<file path="src/rtl/hdlc_af_pkg.sv">
package hdlc_af_pkg;

  localparam int BYTE_W = 8;
  localparam int CRC_W  = 16;

  typedef enum logic [1:0] {
    ST_HUNT = 2'd0,
    ST_ADDR = 2'd1,
    ST_PASS = 2'd2,
    ST_DROP = 2'd3
  } af_state_e;

  // One byte through a reflected CRC, bit 0 of the byte first.
  function automatic logic [CRC_W-1:0] crc_byte_step(
    input logic [CRC_W-1:0]  cur,
    input logic [BYTE_W-1:0] dat,
    input logic [CRC_W-1:0]  poly_r
  );
    logic [CRC_W-1:0] acc;
    logic             fb;
    acc = cur;
    for (int i = 0; i < BYTE_W; i++) begin
      fb  = acc[0] ^ dat[i];
      acc = acc >> 1;
      if (fb) acc = acc ^ poly_r;
    end
    return acc;
  endfunction

endpackage

</file>
<file path="src/rtl/hdlc_af_addr_match.sv">
module hdlc_af_addr_match #(
  parameter int               BYTE_W = 8,
  parameter logic [BYTE_W-1:0] BCAST = '1
) (
  input  logic              search_on,
  input  logic              test_en,
  input  logic [BYTE_W-1:0] first_byte,
  input  logic [BYTE_W-1:0] station,
  output logic              hit,
  output logic              miss
);
  logic is_match;

  always_comb begin
    is_match = (first_byte == station) || (first_byte == BCAST);
    hit      = test_en && (!search_on || is_match);
    miss     = test_en && search_on && !is_match;
  end
endmodule

</file>
<file path="src/rtl/hdlc_af_crc.sv">
module hdlc_af_crc
  import hdlc_af_pkg::*;
#(
  parameter int               CW     = CRC_W,
  parameter logic [CW-1:0]    POLY_R = 16'h8408,
  parameter logic [CW-1:0]    PRESET = 16'hFFFF,
  parameter logic [CW-1:0]    GOOD   = 16'hF0B8
) (
  input  logic              clk,
  input  logic              rst_n,
  input  logic              clr,
  input  logic              upd,
  input  logic [BYTE_W-1:0] dat,
  output logic [CW-1:0]     crc_q,
  output logic              crc_good
);
  always_ff @(posedge clk) begin
    if (!rst_n)   crc_q <= PRESET;
    else if (clr) crc_q <= PRESET;
    else if (upd) crc_q <= crc_byte_step(crc_q, dat, POLY_R);
  end

  assign crc_good = (crc_q == GOOD);
endmodule

</file>
<file path="src/rtl/hdlc_af_ctrl.sv">
module hdlc_af_ctrl
  import hdlc_af_pkg::*;
(
  input  logic      clk,
  input  logic      rst_n,
  input  logic      rx_on,
  input  logic      sof,
  input  logic      eof,
  input  logic      abort,
  input  logic      byte_vld,
  input  logic      hit,
  input  logic      miss,
  output af_state_e state,
  output logic      test_en,
  output logic      fwd,
  output logic      end_ok,
  output logic      crc_clr
);
  logic byte_take;

  always_comb begin
    // A byte counts only when no marker shares its clock.
    byte_take = rx_on && byte_vld && !sof && !eof && !abort;
    test_en   = byte_take && (state == ST_ADDR);
    fwd       = byte_take && ((state == ST_PASS) || hit);
    end_ok    = rx_on && eof && !sof && (state == ST_PASS);
    crc_clr   = !rx_on || sof;
  end

  always_ff @(posedge clk) begin
    if (!rst_n)              state <= ST_HUNT;
    else if (!rx_on)         state <= ST_HUNT;
    else if (sof)            state <= ST_ADDR;
    else if (abort || eof)   state <= ST_HUNT;
    else if (test_en && hit) state <= ST_PASS;
    else if (miss)           state <= ST_DROP;
  end
endmodule

</file>
<file path="src/rtl/hdlc_addr_filter.sv">
module hdlc_addr_filter
  import hdlc_af_pkg::*;
#(
  parameter logic [BYTE_W-1:0] BCAST_ADDR = 8'hFF,
  parameter logic [CRC_W-1:0]  CRC_POLY_R = 16'h8408,
  parameter logic [CRC_W-1:0]  CRC_PRESET = 16'hFFFF,
  parameter logic [CRC_W-1:0]  CRC_GOOD   = 16'hF0B8
) (
  input  logic              clk,
  input  logic              rst_n,
  input  logic              rx_on,
  input  logic              sdlc_mode,
  input  logic              addr_search_en,
  input  logic              crc_en,
  input  logic [BYTE_W-1:0] station_addr,
  input  logic              sof,
  input  logic              eof,
  input  logic              abort,
  input  logic              byte_vld,
  input  logic [BYTE_W-1:0] byte_dat,
  output logic              out_vld,
  output logic [BYTE_W-1:0] out_dat,
  output logic              frm_done,
  output logic              frm_crc_ok
);
  af_state_e        state;
  logic             search_on;
  logic             test_en;
  logic             addr_hit;
  logic             addr_miss;
  logic             fwd;
  logic             end_ok;
  logic             crc_clr;
  logic             crc_good;
  logic [CRC_W-1:0] crc_q;
  logic             in_drop;
  logic             in_hunt;

  assign search_on = sdlc_mode && addr_search_en;
  assign in_drop   = (state == ST_DROP);
  assign in_hunt   = (state == ST_HUNT);

  hdlc_af_addr_match #(.BYTE_W(BYTE_W), .BCAST(BCAST_ADDR)) match_i (
    .search_on (search_on),
    .test_en   (test_en),
    .first_byte(byte_dat),
    .station   (station_addr),
    .hit       (addr_hit),
    .miss      (addr_miss)
  );

  hdlc_af_ctrl ctrl_i (
    .clk     (clk),
    .rst_n   (rst_n),
    .rx_on   (rx_on),
    .sof     (sof),
    .eof     (eof),
    .abort   (abort),
    .byte_vld(byte_vld),
    .hit     (addr_hit),
    .miss    (addr_miss),
    .state   (state),
    .test_en (test_en),
    .fwd     (fwd),
    .end_ok  (end_ok),
    .crc_clr (crc_clr)
  );

  hdlc_af_crc #(
    .CW(CRC_W), .POLY_R(CRC_POLY_R), .PRESET(CRC_PRESET), .GOOD(CRC_GOOD)
  ) crc_i (
    .clk     (clk),
    .rst_n   (rst_n),
    .clr     (crc_clr),
    .upd     (fwd && crc_en),
    .dat     (byte_dat),
    .crc_q   (crc_q),
    .crc_good(crc_good)
  );

  always_ff @(posedge clk) begin
    if (!rst_n) begin
      out_vld    <= 1'b0;
      out_dat    <= '0;
      frm_done   <= 1'b0;
      frm_crc_ok <= 1'b0;
    end else begin
      out_vld    <= fwd;
      if (fwd) out_dat <= byte_dat;
      frm_done   <= end_ok;
      frm_crc_ok <= end_ok && crc_en && crc_good;
    end
  end
endmodule

</file>
<file path="config.mk">
export PLATFORM = sky130hd
export DESIGN_NAME = hdlc_addr_filter
export DESIGN_NICKNAME = d
export VERILOG_FILES = /design/src/rtl/hdlc_af_pkg.sv /design/src/rtl/hdlc_af_addr_match.sv /design/src/rtl/hdlc_af_crc.sv /design/src/rtl/hdlc_af_ctrl.sv /design/src/rtl/hdlc_addr_filter.sv
export SDC_FILE = /design/constraint.sdc
export NUM_CORES = 1
export LEC_CHECK = 0
export BUFFER_PORTS_ARGS = -buffer_cell sky130_fd_sc_hd__buf_2
export CORE_MARGIN = 3
export CORE_UTILIZATION = 45
export DETAILED_ROUTE_END_ITERATION = 8
export PLACE_DENSITY = 0.73
export SETUP_SLACK_MARGIN = 0.3
export SKIP_LAST_GASP = 1
export SYNTH_ARGS = -nofsm -noshare
export SYNTH_HDL_FRONTEND = slang
export SYNTH_SLANG_ARGS = --single-unit
export TNS_END_PERCENT = 100
</file>
<file path="constraint.sdc">
create_clock -name clk -period 2.1 [get_ports clk]
set_input_delay 0.42 -clock clk [delete_from_list [all_inputs] [get_ports clk]]
set_output_delay 0.42 -clock clk [all_outputs]
set_load 0.02 [all_outputs]
</file>
==> impl_metrics.ini, run 1 <==
[status]
status = finished clean

[die]
rows = 20
dieArea_mm2 = 0.00420
coreArea_mm2 = 0.00318
start_util_pct = 48.9
io_pins = 37
fp.dieH_um = 64.8
die_w_um = 64.8

[sta]
tightest_slew_ns = 0.447
fin_crit_ns = 1.69
fmax_mhz = 591
skew_ns = 0.0131
setup_viol = 0
rsz0062_at_grt = true
hold_viol = 0
period_share_pct = 80.6
maxSlewViolCount = 0
maxSlewHeadroom_pct = 70.0

[setup_path]
reg2reg_depth = 6
cpMaxStageDelayCell = dfxtp_1
cp.arrival_ns = 1.94
worstPathCellList = nor2b_1 -> and4bb_1 -> buf_4 -> and3_2 -> nor2_4 -> o211ai_1
rr_startpoint = ctrl_i.state[0]$_SDFFE_PN0P_
r2r-end = crc_i.crc_q[0]$_SDFFE_PP1P_
critPathMaxStageDelay_ns = 0.38
path_max_fanout = 9
worstSetupStartpointType = register
critPathRequiredTime_ns = 2.35
rrSetupSlack_ns = 0.41
crit_type = reg -> reg
end_kind = register

[global_route]
groute.usage.overall_pct = 19.1
overflow = 0
grt_pass1_vias = 1298
grt_start_max_net_pins = 24
grt_pass1_wl_mm = 6.19
antenna_found_initial = 0

[drt]
first_iter_violations = 89
drt_pass1_iterations = 4
via_per_inst = 5.26
drc_errors = 0
ant_nets = 0
vias = 1395
wl_per_cell_um = 14.0
totalWireLength_mm = 3.71

[power]
switchingPower_uw = 283
power_uw = 1030
p_seq_share_pct = 53.5
ir_worst_vdd_mv = 0.438
p_int_uw = 747
power.density_mw_per_mm2 = 535
swShare_pct = 27.5
clockPowerShare_pct = 31.5
p_comb_share_pct = 14.9
leakage_uw = 0.000796

[worst_hold_path]
holdPathStages = 3
worstHoldEndpoint = ctrl_i.state[1]$_SDFFE_PP0P_
hold_class = in -> reg
min-delay-start = rst_n

[cts]
insertion_delay_ns = 0.33
clockBufferDepth = 2
cts_tree = yes
ctsHoldBuffers = 0
numClockSinks = 29
cts_buffers = 5
cts.root.buffer_cell = clkbuf_4
htreeDepth = 2
clk_pin_slew_ns = 0.08

[cells_and_area]
diodes = 0
fillCellCount = 281
layout-drive-gt1-share_pct = 29.4
final-seq-area_um2 = 581
syn2layout_area_growth_pct = 24.0
nNetsFinal = 246
stdcell_area_mm2 = 0.00193
multi_input_area_um2 = 956

[logic_synthesis]
yosysSeqAreaShare_pct = 37.3
ys.flop_type = dfxtp_1
syn_inst = 173
netlist_area_mm2 = 0.00156
yosysWarningCount = 0
synthArstFlopShare_pct = 0
ys_types = 34
syn-num-nets = 199
synth_seq_cells = 29
synth_edf_count = 0
syn-mean-instance-area_um2 = 8.99

[place]
dpl_cell_area_mm2 = 0.00184
dp_hpwl_mm = 2.72
portBuffers = 36
finalWeightedCongestion = 0.829

[flow_run]
max_cap_violations = 0
worst max-delay path: cells and delay by family, from the launching register on:
kind / cells / cell delay [ns]
DFF: 1 / 0.38
AOI/OAI and AO/OA: 1 / 0.18
buffers and inverters: 1 / 0.14
and+or+nand+nor: 4 / 0.90
synthesized netlist by cell type (all sizes together) (2+ instances only):
master	number	area (µm²)
nor4	2	42.5
nand3	9	45.0
a21oi	9	60.1
nor2	6	25.0
nor3	5	30.0
dfxtp	29	581
nor4b	5	43.8
clkbuf	5	18.8
xnor2	19	166
nand4	5	31.3
a31oi	5	31.3
o211ai	8	60.1
buf	3	17.5
nor2b	2	12.5
inv	4	15.0
o21ai	5	25.0
mux2i	8	80.1
nand2	22	82.6
xor2	12	105
and3	2	12.5
placed cells by master (no fill, tap or decap), types with 5 or more instances in the layout:
cell type  netlist  layout
a21oi_1          7       7
clkbuf_4         0       5
buf_4            1      12
nand4_1          5       5
dfxtp_1         29      29
a31oi_1          5       5
xor2_1          12      12
nor2_1           5       5
nand2_1         22      22
xnor2_1         19      19
o211ai_1         8       8
nand3_1          9       9
buf_2            2      36
mux2i_1          8       8
flip-flops by register name, indices dropped and copies added, names as in the netlist:
| register | flops |
|---|---|
| crc_i.crc_q | 16 |
| out_vld | 1 |
| out_dat | 8 |
| ctrl_i.state | 2 |
| frm_crc_ok | 1 |
| frm_done | 1 |
metrics by stage:
stage	util, %	setup TNS [ns]	std cells	worst slack (ns)	hold slack, ns
after floorplan	-	0	173	0.484	0.451
after global placement	58.0	-0.0296	257	-0.0121	0.440
after detailed placement	58.0	-0.217	257	-0.0616	0.449
final	60.7	0	265	0.408	0.372
after global routing	60.7	0	265	0.273	0.366
after CTS	60.0	0	265	0.358	0.364
cell type report:
class	count	area share, %
Multi-Input combinational cell	132	49.6
Clock inverter	2	0.519
Clock buffer	6	2.14
Tap cell	44	2.86
Timing Repair Buffer	48	14.0
Inverter	4	0.779
Sequential cell	29	30.1
power by group through the flow:
| stage | clock network (µW) | logic, µW | registers, µW |
|---|---|---|---|
| floorplan | 0 | 86.4 | 565 |
| global placement | 0 | 150 | 565 |
| detailed placement | 0 | 151 | 565 |
| CTS | 332 | 153 | 552 |
| global route | 364 | 167 | 552 |
| finish | 325 | 154 | 552 |
layer usage:
metal	vias to the layer above	track usage, %	share of wire [%]	wire length [µm]
met2	41	28.9	44	1630
met4	0	5.54	1.1	42
met5	-	0	0	0
met1	641	26.1	48	1780
met3	6	5.72	7.2	267
li1	707	-	-	-
logic make-up (layout without fill, tap and decap cells):
family	after synthesis	count (layout)	synth area share, %
AND/OR/NAND/NOR	64	64	24.2
XOR/XNOR	31	31	17.5
AO/OA/AOI/OAI	29	29	12.6
flip-flops	29	29	37.3
buffers and inverters	12	60	3.30
multiplexers	8	8	5.15
what timing repair did:
item,4_1_cts,5_1_grt
setup endpoints to repair,13,12
setup buffers,0,0
gates cloned,0,0
gates resized for setup,2,4
how the worst max path moves through the flow:
stage	startpoint	endpoint	slack, ns	cells past startpoint
detailed placement	rx_on	crc_i.crc_q[11]$_SDFFE_PP1P_	-0.06	6
floorplan	byte_dat[2]	crc_i.crc_q[14]$_SDFFE_PP1P_	0.48	6
global placement	rx_on	crc_i.crc_q[13]$_SDFFE_PP1P_	-0.01	6
finish	ctrl_i.state[0]$_SDFFE_PN0P_	crc_i.crc_q[0]$_SDFFE_PP1P_	0.41	6
global route	ctrl_i.state[1]$_SDFFE_PP0P_	out_dat[1]$_SDFFE_PN0P_	0.27	5
CTS	ctrl_i.state[0]$_SDFFE_PN0P_	crc_i.crc_q[7]$_SDFFE_PP1P_	0.36	6
Note: power is estimated with default switching activity, not from simulation.
==> inputs of run 2 (changes only) <==
Settings changed: PLACE_DENSITY 0.73 to 0.75.
Clock period 2.1 ns to 1.5 ns, I/O delays scaled along.
==> run 2 against run 1 <==
  * The run now ends with negative setup slack left
  * Sequential share of layout area is 6.0 points lower
  * First-iteration DRC count is 35% higher
  * Setup slack worse by 0.41 ns
  * Cell area is 26% higher
  * Highest routed layer unchanged
  * Count of clock-buffer cells in the layout stayed put
  * Largest cell class unchanged
  * Power is 50% higher
  * Non-clock buffer count is 29 higher
  * Combinational power is 100% higher
  * Wire length is 32% higher
  * Sequential power is 39% higher
==> impl_metrics.ini, run 2 (synthesis results as in run 1) <==
[status]
status = finished, violations left
violations = negative setup slack

[sta]
setup_viol = 1
skew_ns = 0.0154
hold_viol = 0
period_share_pct = 100
tightest_slew_ns = 0.331
fmax_mhz = 664
fin_crit_ns = 1.51
maxSlewHeadroom_pct = 77.8
maxSlewViolCount = 0
setup_ws_ns = -0.00663
rsz0062_at_grt = true

[cells_and_area]
layout-drive-gt1-share_pct = 48.2
largest_reg_flops = 16
final_util_pct = 76.7
final_cell_mix = buf_4 (32), buf_2 (31), dfxtp_1 (25)
nNetsFinal = 276
final_common_cell = buf_4
top_register = crc_i.crc_q
largest_registers = crc_i.crc_q (16), out_dat (8), ctrl_i.state (2)
diodes = 0
syn2layout_area_growth_pct = 56.8

[cts]
clockBufferDepth = 2
cts.root.buffer_cell = clkbuf_4
ctsHoldBuffers = 0
insertion_delay_ns = 0.33
cts_tree = yes
numClockSinks = 29
cts_buffers = 5
clk_pin_slew_ns = 0.09
htreeDepth = 2

[drt]
drc_errors = 0
wl_per_cell_um = 16.6
first_iter_violations = 120
via_per_inst = 5.56
vias = 1640
totalWireLength_mm = 4.91
ant_nets = 0
drt_pass1_iterations = 6

[die]
fp.dieH_um = 64.8
die_w_um = 64.8
coreArea_mm2 = 0.00318
io_pins = 37
dieArea_mm2 = 0.00420
rows = 20
start_util_pct = 48.9

[power]
leakage_uw = 0.00101
power_uw = 1540
ir_worst_vdd_mv = 0.466
power.density_mw_per_mm2 = 633

[global_route]
grt_pass1_wl_mm = 7.81
antenna_found_initial = 0
groute.usage.overall_pct = 24.3
overflow = 0
grt_start_max_net_pins = 23
grt_pass1_vias = 1652

[place]
dp_hpwl_mm = 3.16
finalWeightedCongestion = 0.847
portBuffers = 36

[flow_run]
max_cap_violations = 0

[setup_path]
critPathRequiredTime_ns = 1.71
worstSetupStartpointType = register
path_max_fanout = 5
cp.arrival_ns = 1.71
end_kind = register
crit_type = reg -> reg

[worst_hold_path]
hold_class = in -> reg
[run 2: cell types whose count changed in the layout (fill, tap and decap cells not counted), sizes merged]
cell	delta
nor2	+1
buf	+28
clkbuf	+1
[run 2: metal layers]
metal / vias up / share of wire [%] / global-route usage [%]
li1: 763 / - / -
met1: 793 / 39 / 28.7
met2: 72 / 53 / 43.9
met3: 12 / 5.5 / 4.33
met4: 0 / 2.4 / 7.92
met5: - / 0 / 0
[run 2: layout make-up]
| type | instances | area (µm²) |
|---|---|---|
| multi-input cells | 133 | 1130 |
| fillers | 217 | 739 |
| repair buffers | 77 | 597 |
| flip-flops and latches | 29 | 588 |
| well taps | 44 | 55.1 |
| clock buffers | 6 | 41.3 |
| inverters | 4 | 15.0 |
| clock inverters | 2 | 10.0 |
[run 2: path summary, 6_finish.rpt]
check,startpoint,end,slack [ns],cells past startpoint
setup / recovery,ctrl_i.state[0]$_SDFFE_PN0P_,crc_i.crc_q[8]$_SDFFE_PP1P_,-0.007,6
hold / removal,rst_n,ctrl_i.state[1]$_SDFFE_PP0P_,0.25,3
setup reg to reg,ctrl_i.state[0]$_SDFFE_PN0P_,crc_i.crc_q[8]$_SDFFE_PP1P_,-0.007,6
hold reg to reg,out_dat[0]$_SDFFE_PN0P_,out_dat[0]$_SDFFE_PN0P_,0.46,2
[run 2: critical path, cell delays in order (launching register included)]
cell and delay (ns):
dfxtp_2 0.33, nor2b_4 0.12, and4bb_2 0.26, a32o_2 0.26, buf_6 0.14, nor4b_4 0.20, a31oi_1 0.07
[run 2: power breakdown]
| part | switching [µW] | total, µW | leakage, µW | internal [µW] |
|---|---|---|---|---|
| clock network | 285 | 463 | 0.0000320 | 178 |
| registers | 1.04 | 770 | 0.000235 | 769 |
| logic | 149 | 311 | 0.000739 | 161 |
| total | 436 | 1540 | 0.00101 | 1110 |
[run 2: repair_timing]
action | in CTS | in global routing
cloned | 2 | 0
pin swaps | 10 | 12
setup buffers | 3 | 1
gates resized for setup | 28 | 17
endpoints found under the setup margin | 27 | 27
[run 2: through the flow]
stage	hold slack (ns)	instance area (µm²)	instances	setup TNS [ns]	setup slack, ns
6_report	0.252	2440	295	-0.00663	-0.00663
3_5_place_dp	0.449	2120	281	-3.87	-0.206
4_1_cts	0.228	2350	294	-0.00925	-0.00744
5_1_grt	0.255	2440	295	-0.583	-0.0753
3_3_place_gp	0.441	2120	281	-3.09	-0.141
2_1_floorplan	0.442	1640	173	0	0.0458
